$ cat src/rtl/tap_enc_pkg.sv
package tap_enc_pkg;

  localparam int unsigned LANES = 4;

  typedef int unsigned lane_order_t [LANES];

  // True when every lane index 0..LANES-1 appears exactly once.
  function automatic bit is_lane_perm(lane_order_t ord);
    logic [LANES-1:0] seen;
    seen = '0;
    for (int j = 0; j < LANES; j++) begin
      if (ord[j] >= LANES) return 1'b0;
      if (seen[ord[j][1:0]]) return 1'b0;
      seen[ord[j][1:0]] = 1'b1;
    end
    return 1'b1;
  endfunction

endpackage

$ cat src/rtl/tap_reorder.sv
module tap_reorder #(
  parameter int unsigned              NUM_CARRY  = 8,
  parameter tap_enc_pkg::lane_order_t LANE_ORDER = '{0, 2, 1, 3},
  localparam int unsigned             NUM_TAPS   = tap_enc_pkg::LANES * NUM_CARRY
) (
  input  logic [NUM_TAPS-1:0] raw,
  output logic [NUM_TAPS-1:0] sorted
);

  for (genvar c = 0; c < NUM_CARRY; c++) begin : g_carry
    for (genvar j = 0; j < tap_enc_pkg::LANES; j++) begin : g_lane
      assign sorted[tap_enc_pkg::LANES*c + j] = raw[tap_enc_pkg::LANES*c + LANE_ORDER[j]];
    end
  end

endmodule

$ cat src/rtl/chunk_scan.sv
module chunk_scan #(
  parameter int unsigned  CHUNK = 8,
  localparam int unsigned LW    = $clog2(CHUNK)
) (
  input  logic [CHUNK-1:0] bits,
  input  logic             ref_bit,
  output logic             all_match,
  output logic [LW-1:0]    lead
);

  always_comb begin
    logic run;
    run  = 1'b1;
    lead = '0;
    for (int b = 0; b < CHUNK; b++) begin
      if (run && (bits[b] == ref_bit)) lead = lead + LW'(1);
      else                             run  = 1'b0;
    end
    all_match = run;
  end

endmodule

$ cat src/rtl/run_merge.sv
module run_merge #(
  parameter int unsigned NUM_CHUNKS = 4,
  parameter int unsigned CHUNK      = 8,
  parameter int unsigned CNT_W      = 5,
  localparam int unsigned LW        = $clog2(CHUNK)
) (
  input  logic [NUM_CHUNKS-1:0]    all_match,
  input  logic [NUM_CHUNKS*LW-1:0] lead,
  output logic                     found,
  output logic [CNT_W-1:0]         count
);

  // The first group that breaks the run decides the count.
  always_comb begin
    found = 1'b0;
    count = '0;
    for (int k = 0; k < NUM_CHUNKS; k++) begin
      if (!found && !all_match[k]) begin
        found = 1'b1;
        count = CNT_W'(k * CHUNK) + CNT_W'(lead[k*LW +: LW]);
      end
    end
  end

endmodule

$ cat src/rtl/tap_encoder.sv
module tap_encoder #(
  parameter int unsigned              NUM_CARRY     = 8,
  parameter int unsigned              GROUP_CARRIES = 2,
  parameter tap_enc_pkg::lane_order_t LANE_ORDER    = '{0, 2, 1, 3},
  localparam int unsigned             NUM_TAPS      = tap_enc_pkg::LANES * NUM_CARRY,
  localparam int unsigned             CNT_W         = $clog2(NUM_TAPS)
) (
  input  logic                clk,
  input  logic                rst,
  input  logic [NUM_TAPS-1:0] tap_raw,
  output logic                out_valid,
  output logic                out_rising,
  output logic [CNT_W-1:0]    out_count
);

  localparam int unsigned CHUNK      = tap_enc_pkg::LANES * GROUP_CARRIES;
  localparam int unsigned NUM_CHUNKS = NUM_CARRY / GROUP_CARRIES;
  localparam int unsigned LW         = $clog2(CHUNK);

  if (!tap_enc_pkg::is_lane_perm(LANE_ORDER)) begin : g_bad_order
    $error("tap_encoder: LANE_ORDER is not a permutation of 0..3");
  end
  if ((NUM_CARRY % GROUP_CARRIES) != 0) begin : g_bad_group
    $error("tap_encoder: NUM_CARRY must be a multiple of GROUP_CARRIES");
  end

  logic [NUM_TAPS-1:0] sorted;

  tap_reorder #(
    .NUM_CARRY (NUM_CARRY),
    .LANE_ORDER(LANE_ORDER)
  ) u_reorder (
    .raw   (tap_raw),
    .sorted(sorted)
  );

  // Stage one: per-group scan against the polarity bit.
  logic [NUM_CHUNKS-1:0]    grp_all;
  logic [NUM_CHUNKS*LW-1:0] grp_lead;

  for (genvar k = 0; k < NUM_CHUNKS; k++) begin : g_scan
    chunk_scan #(.CHUNK(CHUNK)) u_scan (
      .bits     (sorted[k*CHUNK +: CHUNK]),
      .ref_bit  (sorted[0]),
      .all_match(grp_all[k]),
      .lead     (grp_lead[k*LW +: LW])
    );
  end

  logic                     s1_ref;
  logic [NUM_CHUNKS-1:0]    s1_all;
  logic [NUM_CHUNKS*LW-1:0] s1_lead;

  always_ff @(posedge clk) begin
    if (rst) begin
      s1_ref  <= 1'b0;
      s1_all  <= '1;
      s1_lead <= '0;
    end else begin
      s1_ref  <= sorted[0];
      s1_all  <= grp_all;
      s1_lead <= grp_lead;
    end
  end

  // Stage two: merge group results into the final count.
  logic             m_found;
  logic [CNT_W-1:0] m_count;

  run_merge #(
    .NUM_CHUNKS(NUM_CHUNKS),
    .CHUNK     (CHUNK),
    .CNT_W     (CNT_W)
  ) u_merge (
    .all_match(s1_all),
    .lead     (s1_lead),
    .found    (m_found),
    .count    (m_count)
  );

  always_ff @(posedge clk) begin
    if (rst) begin
      out_valid  <= 1'b0;
      out_rising <= 1'b0;
      out_count  <= '0;
    end else begin
      out_valid  <= m_found;
      out_rising <= m_found & s1_ref;
      out_count  <= m_found ? m_count : '0;
    end
  end

endmodule

$ cat config.mk
export PLATFORM = sky130hd
export DESIGN_NAME = tap_encoder
export DESIGN_NICKNAME = d
export VERILOG_FILES = /design/src/rtl/tap_enc_pkg.sv /design/src/rtl/tap_reorder.sv /design/src/rtl/chunk_scan.sv /design/src/rtl/run_merge.sv /design/src/rtl/tap_encoder.sv
export SDC_FILE = /design/constraint.sdc
export NUM_CORES = 1
export LEC_CHECK = 0
export ABC_CLOCK_PERIOD_IN_PS = 7510
export BUFFER_PORTS_ARGS = -buffer_cell sky130_fd_sc_hd__buf_2
export CORE_AREA = 3 3 69 71
export DETAILED_ROUTE_END_ITERATION = 12
export DIE_AREA = 0 0 72 74
export PLACE_DENSITY = 0.78
export SLEW_MARGIN = 15
export SYNTH_ARGS = -nofsm -noshare
export SYNTH_HDL_FRONTEND = slang
export SYNTH_SLANG_ARGS = --single-unit
$ cat constraint.sdc
create_clock -name clk -period 7.51 [get_ports clk]
set_input_delay 2.253 -clock clk [delete_from_list [all_inputs] [get_ports clk]]
set_output_delay 2.253 -clock clk [all_outputs]
set_load 0.01 [all_outputs]
* Word-level counts from Yosys, hierarchy flattened
Cells that the tools add are included.
** Storage, ports and cells
- Register bits after elaboration :: 24
- Bits of input ports :: 34
- Word-level logic and storage cells :: 175
** Cells by class
- Add/sub/neg operators :: 30
- Equality and inequality tests :: 31
- Muxes and demuxes :: 70
- Bitwise gates (word level) :: 2
- Reductions and logical operators :: 36
** Operators by type and width (number)
- $mux W3 :: 28
- $add A3 B1 Y3 const B :: 26
- $mux W1 :: 38
- $eq A1 B1 Y1 :: 31
- $logic_and A1 B1 Y1 :: 30
- $mux W5 :: 3
- $add A4 B3 Y5 const A :: 1
- $add A4 B4 Y5 const A :: 1
- $add A5 B3 Y5 const A :: 1
- $logic_not A1 Y1 :: 5
- $add A2 B1 Y3 const B :: 1
- $mux W2 :: 1
- $reduce_or A2 Y1 :: 1
- $and A1 B1 Y1 :: 1
- $not A1 Y1 :: 1

* Longest topological paths before layout
- Word-level depth :: 16
- Mapped depth :: 27
- Mapped depth without buffers :: 23

* Hierarchy
A second synthesis with hierarchy kept.
** Unflattened totals
- Cell total of the unflattened synthesis :: 384
- Area, all modules :: 2984.1 µm²
** Modules (own cells, without submodules)
- chunk_scan at g_scan[1].u_scan ... :: times used 3, cells each 72, area each 493.0 µm², seq. area each 0.0 µm²
- tap_encoder :: times used 1, cells each 50, area each 658.1 µm², seq. area each 480.5 µm²
- chunk_scan at g_scan[0].u_scan :: times used 1, cells each 69, area each 503.0 µm², seq. area each 0.0 µm²
- tap_reorder :: times used 1, cells each 32, area each 240.2 µm², seq. area each 0.0 µm²
- run_merge :: times used 1, cells each 17, area each 103.8 µm², seq. area each 0.0 µm²

* Worst setup path after synthesis
OpenSTA, ideal clock, no wires.
- Path kind :: input to register
- From :: input port tap_raw[0]
- To :: register s1_lead[8]
- Setup time :: 0.121 ns
- Arrival time :: 6.491 ns
- Data required time :: 7.389 ns
- Path slack :: 0.898 ns
- Stages on the path :: 27
- Path through :: buf_2 > buf_4 > buf_2 > buf_2 > nand2_1 > a21oi_1 > o21bai_1 > ha_1 > o21a_1 > ha_1 > nand2_1 > nand2_1 > ha_1 > mux2i_1 > o21ai_0 > ha_1 > o21bai_1 > a21oi_1 > a21oi_1 > a211o_1 > nand2_1 > ha_1 > o21ai_0 > xnor2_1 > a31o_2 > a21oi_1 > mux2_2
** On the way
- Cells in the longest elaborated chain, start to end :: 16
- Elaborated cells on any way between the ends :: 37
- Those cells by class :: 7 x add/sub; 8 x eq/ne; 15 x mux; 7 x reduce/logical
** Ends and longest elaborated chain
- start, declared :: RTL line tap_encoder.sv:10 : input logic [NUM_TAPS-1:0] tap_raw,
- $eq A1 B1 Y1 :: RTL line chunk_scan.sv:16 : if (run && (bits[b] == ref_bit)) lead = lead + LW'(1);
- $mux W1 :: RTL line chunk_scan.sv:16
- $add A3 B1 Y3 / $logic_and A1 B1 Y1 (equally long branches) :: RTL line chunk_scan.sv:16
- $mux W3 / $mux W1 (equally long branches) :: RTL line chunk_scan.sv:16
- $add A3 B1 Y3 / $logic_and A1 B1 Y1 (equally long branches) :: RTL line chunk_scan.sv:16
- $mux W3 / $mux W1 (equally long branches) :: RTL line chunk_scan.sv:16
- $add A3 B1 Y3 / $logic_and A1 B1 Y1 (equally long branches) :: RTL line chunk_scan.sv:16
- $mux W3 / $mux W1 (equally long branches) :: RTL line chunk_scan.sv:16
- $add A3 B1 Y3 / $logic_and A1 B1 Y1 (equally long branches) :: RTL line chunk_scan.sv:16
- $mux W3 / $mux W1 (equally long branches) :: RTL line chunk_scan.sv:16
- $add A3 B1 Y3 / $logic_and A1 B1 Y1 (equally long branches) :: RTL line chunk_scan.sv:16
- $mux W3 / $mux W1 (equally long branches) :: RTL line chunk_scan.sv:16
- $add A3 B1 Y3 / $logic_and A1 B1 Y1 (equally long branches) :: RTL line chunk_scan.sv:16
- $mux W3 / $mux W1 (equally long branches) :: RTL line chunk_scan.sv:16
- $add A3 B1 Y3 / $logic_and A1 B1 Y1 (equally long branches) :: RTL line chunk_scan.sv:16
- $mux W3 (*) :: RTL line chunk_scan.sv:16
- end signal, assigned :: RTL line tap_encoder.sv:62 : s1_lead <= grp_lead;
- end, declared :: RTL line tap_encoder.sv:52 : logic [NUM_CHUNKS*LW-1:0] s1_lead;
Mark *: on every way between the ends. The rest lies on a longest branch, timed or not.
A chain may end at the register's enable or synchronous reset.

* Worst setup path in the final report
- From :: input port tap_raw[18]
- To :: register s1_lead[8]
** On the way
- Cells in the longest elaborated chain, start to end :: 15
- Elaborated cells on any way between the ends :: 27
- Those cells by class :: 6 x add/sub; 1 x eq/ne; 13 x mux; 7 x reduce/logical
** Ends and longest elaborated chain (RTL line)
- $eq A1 B1 Y1 (*) :: chunk_scan.sv:16
- $logic_and A1 B1 Y1 (*) :: chunk_scan.sv:16
- $mux W3 / $mux W1 (equally long branches) :: chunk_scan.sv:16
- $add A3 B1 Y3 / $logic_and A1 B1 Y1 (equally long branches) :: chunk_scan.sv:16
- $mux W3 / $mux W1 (equally long branches) :: chunk_scan.sv:16
- $add A3 B1 Y3 / $logic_and A1 B1 Y1 (equally long branches) :: chunk_scan.sv:16
- $mux W3 / $mux W1 (equally long branches) :: chunk_scan.sv:16
- $add A3 B1 Y3 / $logic_and A1 B1 Y1 (equally long branches) :: chunk_scan.sv:16
- $mux W3 / $mux W1 (equally long branches) :: chunk_scan.sv:16
- $add A3 B1 Y3 / $logic_and A1 B1 Y1 (equally long branches) :: chunk_scan.sv:16
- $mux W3 / $mux W1 (equally long branches) :: chunk_scan.sv:16
- $add A3 B1 Y3 / $logic_and A1 B1 Y1 (equally long branches) :: chunk_scan.sv:16
- $mux W3 / $mux W1 (equally long branches) :: chunk_scan.sv:16
- $add A3 B1 Y3 / $logic_and A1 B1 Y1 (equally long branches) :: chunk_scan.sv:16
- $mux W3 (*) :: chunk_scan.sv:16
Marks and branches as above.

==> summary.txt <==
Setup path
  – Slowest stage delay, CP: 0.34 ns
  – Top cell family by delay on the critical path: compound AO/OA/AOI/OAI gates
  – Worst Path Class, Setup: in2reg
  – R2R setup slack: between 6 and 7 ns
  – WP depth: 23
  – Most used cell, CP: ha_1
  – Worst EP arrival: 6.47 ns
  – Reg2Reg Depth: 4
  – Nature of the critical path endpoint: register
  – Worst reg2reg endpoint: out_count[4]$_SDFF_PP0_
  – Slowest-stage cell, CP: mux2_2
  – Peak fanout along the critical path: 9
  – CP cell instances: buf_2, or2_2, o21ai_0, ha_1, o21a_1, ha_1, nand2_1, nand2_1, ha_1, mux2i_1, o21ai_0, ha_1, o21bai_1, a21oi_1, a21oi_1, a211o_1, nand2_1, ha_1, o21ai_0, xnor2_1, a31o_2, a21oi_1, mux2_2
  – Worst Path Required: 7.66 ns
  – Worst setup SP type: input port
  – Reg2reg start: s1_all[0]$_SDFF_PP1_
  – Worst Path Buf+Inv: 1

Clock network
  – Clock Pin Slew Worst Setup and Hold Paths: about 0.080 ns
  – Cts hold-fix bufs: 0
  – Clock Tree Root: clkbuf_8
  – Clock latency on the worst-skew pair: 0.26 ns
  – # Post-CTS Setup Buffers: 0
  – CTS HTree Levels: 1
  – Post-cts repair resize count: 0
  – Clock buffer depth: 2
  – CTS Sinks: 24
  – Num CTS Buffers: 3
  – CTS tree: built

Logic synthesis
  – EDFF count, synth: 0
  – Warnings from Yosys: 0
  – Post-synth top area share: 0.205
  – Distinct cell type count after synthesis: 52
  – Part of the Yosys area used for sequential elements: 0.205
  – Dominant cells by area after synthesis: dfxtp_1 (21%), ha_1 (7.5%), a21oi_1 (7.1%)
  – Cells after Synth: about 330
  – Synth Cell Area: roughly 2300 um2
  – Top cell types by occurrence after synthesis: nor2_1 (40), a21oi_1 (33), nand2_1 (30), dfxtp_1 (24), o21ai_0 (20)
  – Top_reg_cell synth: dfxtp_1
  – Synthesized flop and latch total: 24
  – Async SR Flop Fraction: 0
  – Most numerous cell in the Yosys netlist: nor2_1
  – Syn nets: roughly 380
  – Yosys top cell by area: dfxtp_1
  – Mapped Avg Cell Area: a little over 7 um2

Cells and area
  – Syn-to-layout area delta: 12.3%
  – Fill count: about 380
  – Seq. cell area: roughly 480 um2
  – Final instance area: between 2000 and 3000 um2
  – Final net count: 412
  – Multi-input gate area: between 1500 and 2000 um2
  – Fraction of layout cells with a size suffix above 1: 0.174
  – Antenna diode count: 0

Pwr
  – Seq pwr share: 0.379
  – Cell-internal power: roughly 250 uW
  – Worst vdd rail ir drop: roughly 0.000073 V
  – Sw Ratio: 0.294
  – Combinational Power Share: 0.319
  – Clk pwr share: 0.303
  – Switching power: ~110 uW
  – Leakage: between 1 and 1.5 nW
  – Power Dens Cells: 137 nW/um2

Worst hold path
  – Hold Crit Class: reg2reg
  – Endpoint, Worst Hold: out_rising$_SDFF_PP0_
  – Hold depth: 1
  – Hold Startpoint: s1_ref$_SDFF_PP0_

GRT
  – Largest net degree at the start of global routing: 50
  – First-pass GRT wire length: 8560 um
  – GRT Total Usage: 0.196
  – Number of global-route vias before repair: a little under 2000
  – Initial antenna violation count: 0
  – Grt ovf: 0

Die
  – CORE AREA: roughly 4300 um2
  – Die Y-Extent: 74 um
  – DIE AREA: 5330 um2
  – Cell Rows: 24
  – Ports: between 40 and 50
  – Initial Utilization: 0.545
  – Die X-Extent: just over 70 um

Placed design
  – Dpl ws: about 0.95 ns
  – Port Buffers: 40
  – Hpwl dp: between 4000 and 5000 um
  – Global placement routability congestion: between 0.9 and 1
  – Post-Place Cell Area: approximately 2600 um2

STA
  – Worst Clk Skew: 0.00171 ns
  – Part of the cycle the worst path needs: 0.841
  – Unrepaired setup endpoints after global routing: no
  – Pins over their slew limit: 0
  – Fmax: approximately 160 MHz
  – Final setup margin: 1.19 ns
  – Setup-failing EPs final: 0
  – Final setup TNS: 0 ns
  – Fin. Hold Viols: 0
  – Post-route minimum period: 6.32 ns
  – Worst Max-Slew Pin Slew: roughly 0.55 ns
  – Relative slew slack: 0.627

Detailed routing
  – WL per Instance: between 10 and 15 um
  – Post-route ant nets: 0
  – DR vias/cell: 5.81
  – DRT Wirelength: just over 5000 um
  – Via Count: around 2400
  – Initial DRT Pass Iterations: 4
  – # DRC: 0
  – DR iter-0 viols: roughly 190

Run status
  – Outcome: completed

Flow run
  – Max_cap viols: 0
metal layers:
| metal | part of all wire | routed length (um) | track usage | vias to the layer above |
|---|---|---|---|---|
| li1 | - | - | - | 1258 |
| met1 | 0.49 | 2510 | 0.269 | 1103 |
| met2 | 0.47 | 2440 | 0.327 | 46 |
| met3 | 0.033 | 168 | 0.0257 | 4 |
| met4 | 0.0056 | 29 | 0.0480 | 0 |
| met5 | 0 | 0 | 0 | - |
placed cells by master, fill, tap and decap left out, drive strengths merged, types with 4 or more instances in the layout:
cell	instances
buf	41
nor2	40
a21oi	33
nand2	30
dfxtp	24
o21ai	20
inv	16
ha	14
nand3	13
xnor2	11
or3	10
nor3	10
nor2b	8
or2	8
and2	7
mux2	7
mux2i	6
and3	5
o21a	5
a211oi	5
o22ai	4
how the worst max path moves through the flow:
stage	from	endpoint	slack, ns
after floorplan	tap_raw[0]	s1_lead[8]$_SDFF_PP0_	0.90
after global placement	tap_raw[18]	s1_lead[8]$_SDFF_PP0_	1.07
after detailed placement	tap_raw[18]	s1_lead[8]$_SDFF_PP0_	0.95
after CTS	tap_raw[18]	s1_lead[8]$_SDFF_PP0_	1.22
after global routing	tap_raw[18]	s1_lead[8]$_SDFF_PP0_	0.91
final	tap_raw[18]	s1_lead[8]$_SDFF_PP0_	1.19
cell families after synthesis:
kind of cell,after synthesis,share of synthesized area
AO/OA/AOI/OAI,98,0.269
AND/OR/NAND/NOR,142,0.300
flip-flops,24,0.205
XOR/XNOR,11,0.0412
adder cells (fa/ha/maj),14,0.0749
buffers and inverters,29,0.0503
multiplexers,13,0.0594
worst register-to-register path: cells and delay by family, from the launching register on:
| family | cells | cell delay [ns] |
|---|---|---|
| compound gates | 1 | 0.42 |
| flops | 1 | 0.46 |
| simple gates | 2 | 0.33 |
| buf+inv | 1 | 0.13 |
sequential cells by signal (all words and copies together), names as in the netlist:
| register | cells |
|---|---|
| out_valid | 1 |
| out_rising | 1 |
| s1_all | 4 |
| s1_lead | 12 |
| out_count | 5 |
| s1_ref | 1 |
per-stage QoR:
| step | utilization | hold slack, ns | std cells | power (mW) |
|---|---|---|---|---|
| finish | 0.611 | 0.439 | 415 | 0.360 |
| global route | 0.611 | 0.460 | 415 | 0.383 |
| CTS | 0.611 | 0.442 | 415 | 0.362 |
| detailed placement | 0.595 | 0.423 | 411 | 0.252 |
| global placement | 0.595 | 0.409 | 411 | 0.250 |
| floorplan | - | 0.406 | 331 | 0.221 |
power groups by stage:
stage | clock [mW] | sequential [mW] | combinational, mW
after floorplan | 0 | 0.140 | 0.0814
after global placement | 0 | 0.139 | 0.111
after CTS | 0.112 | 0.136 | 0.114
final | 0.109 | 0.136 | 0.115
after detailed placement | 0 | 0.139 | 0.113
after global routing | 0.116 | 0.137 | 0.129
cell type report:
class / count / share of cell area
tap: 52 / 0.0248
clock inverter: 1 / 0.0114
inverter: 16 / 0.0229
clock buffer: 3 / 0.0157
timing repair buffer: 41 / 0.0791
sequential: 24 / 0.183
multi-input combinational: 278 / 0.663
Power figures use the tool's default switching activity.
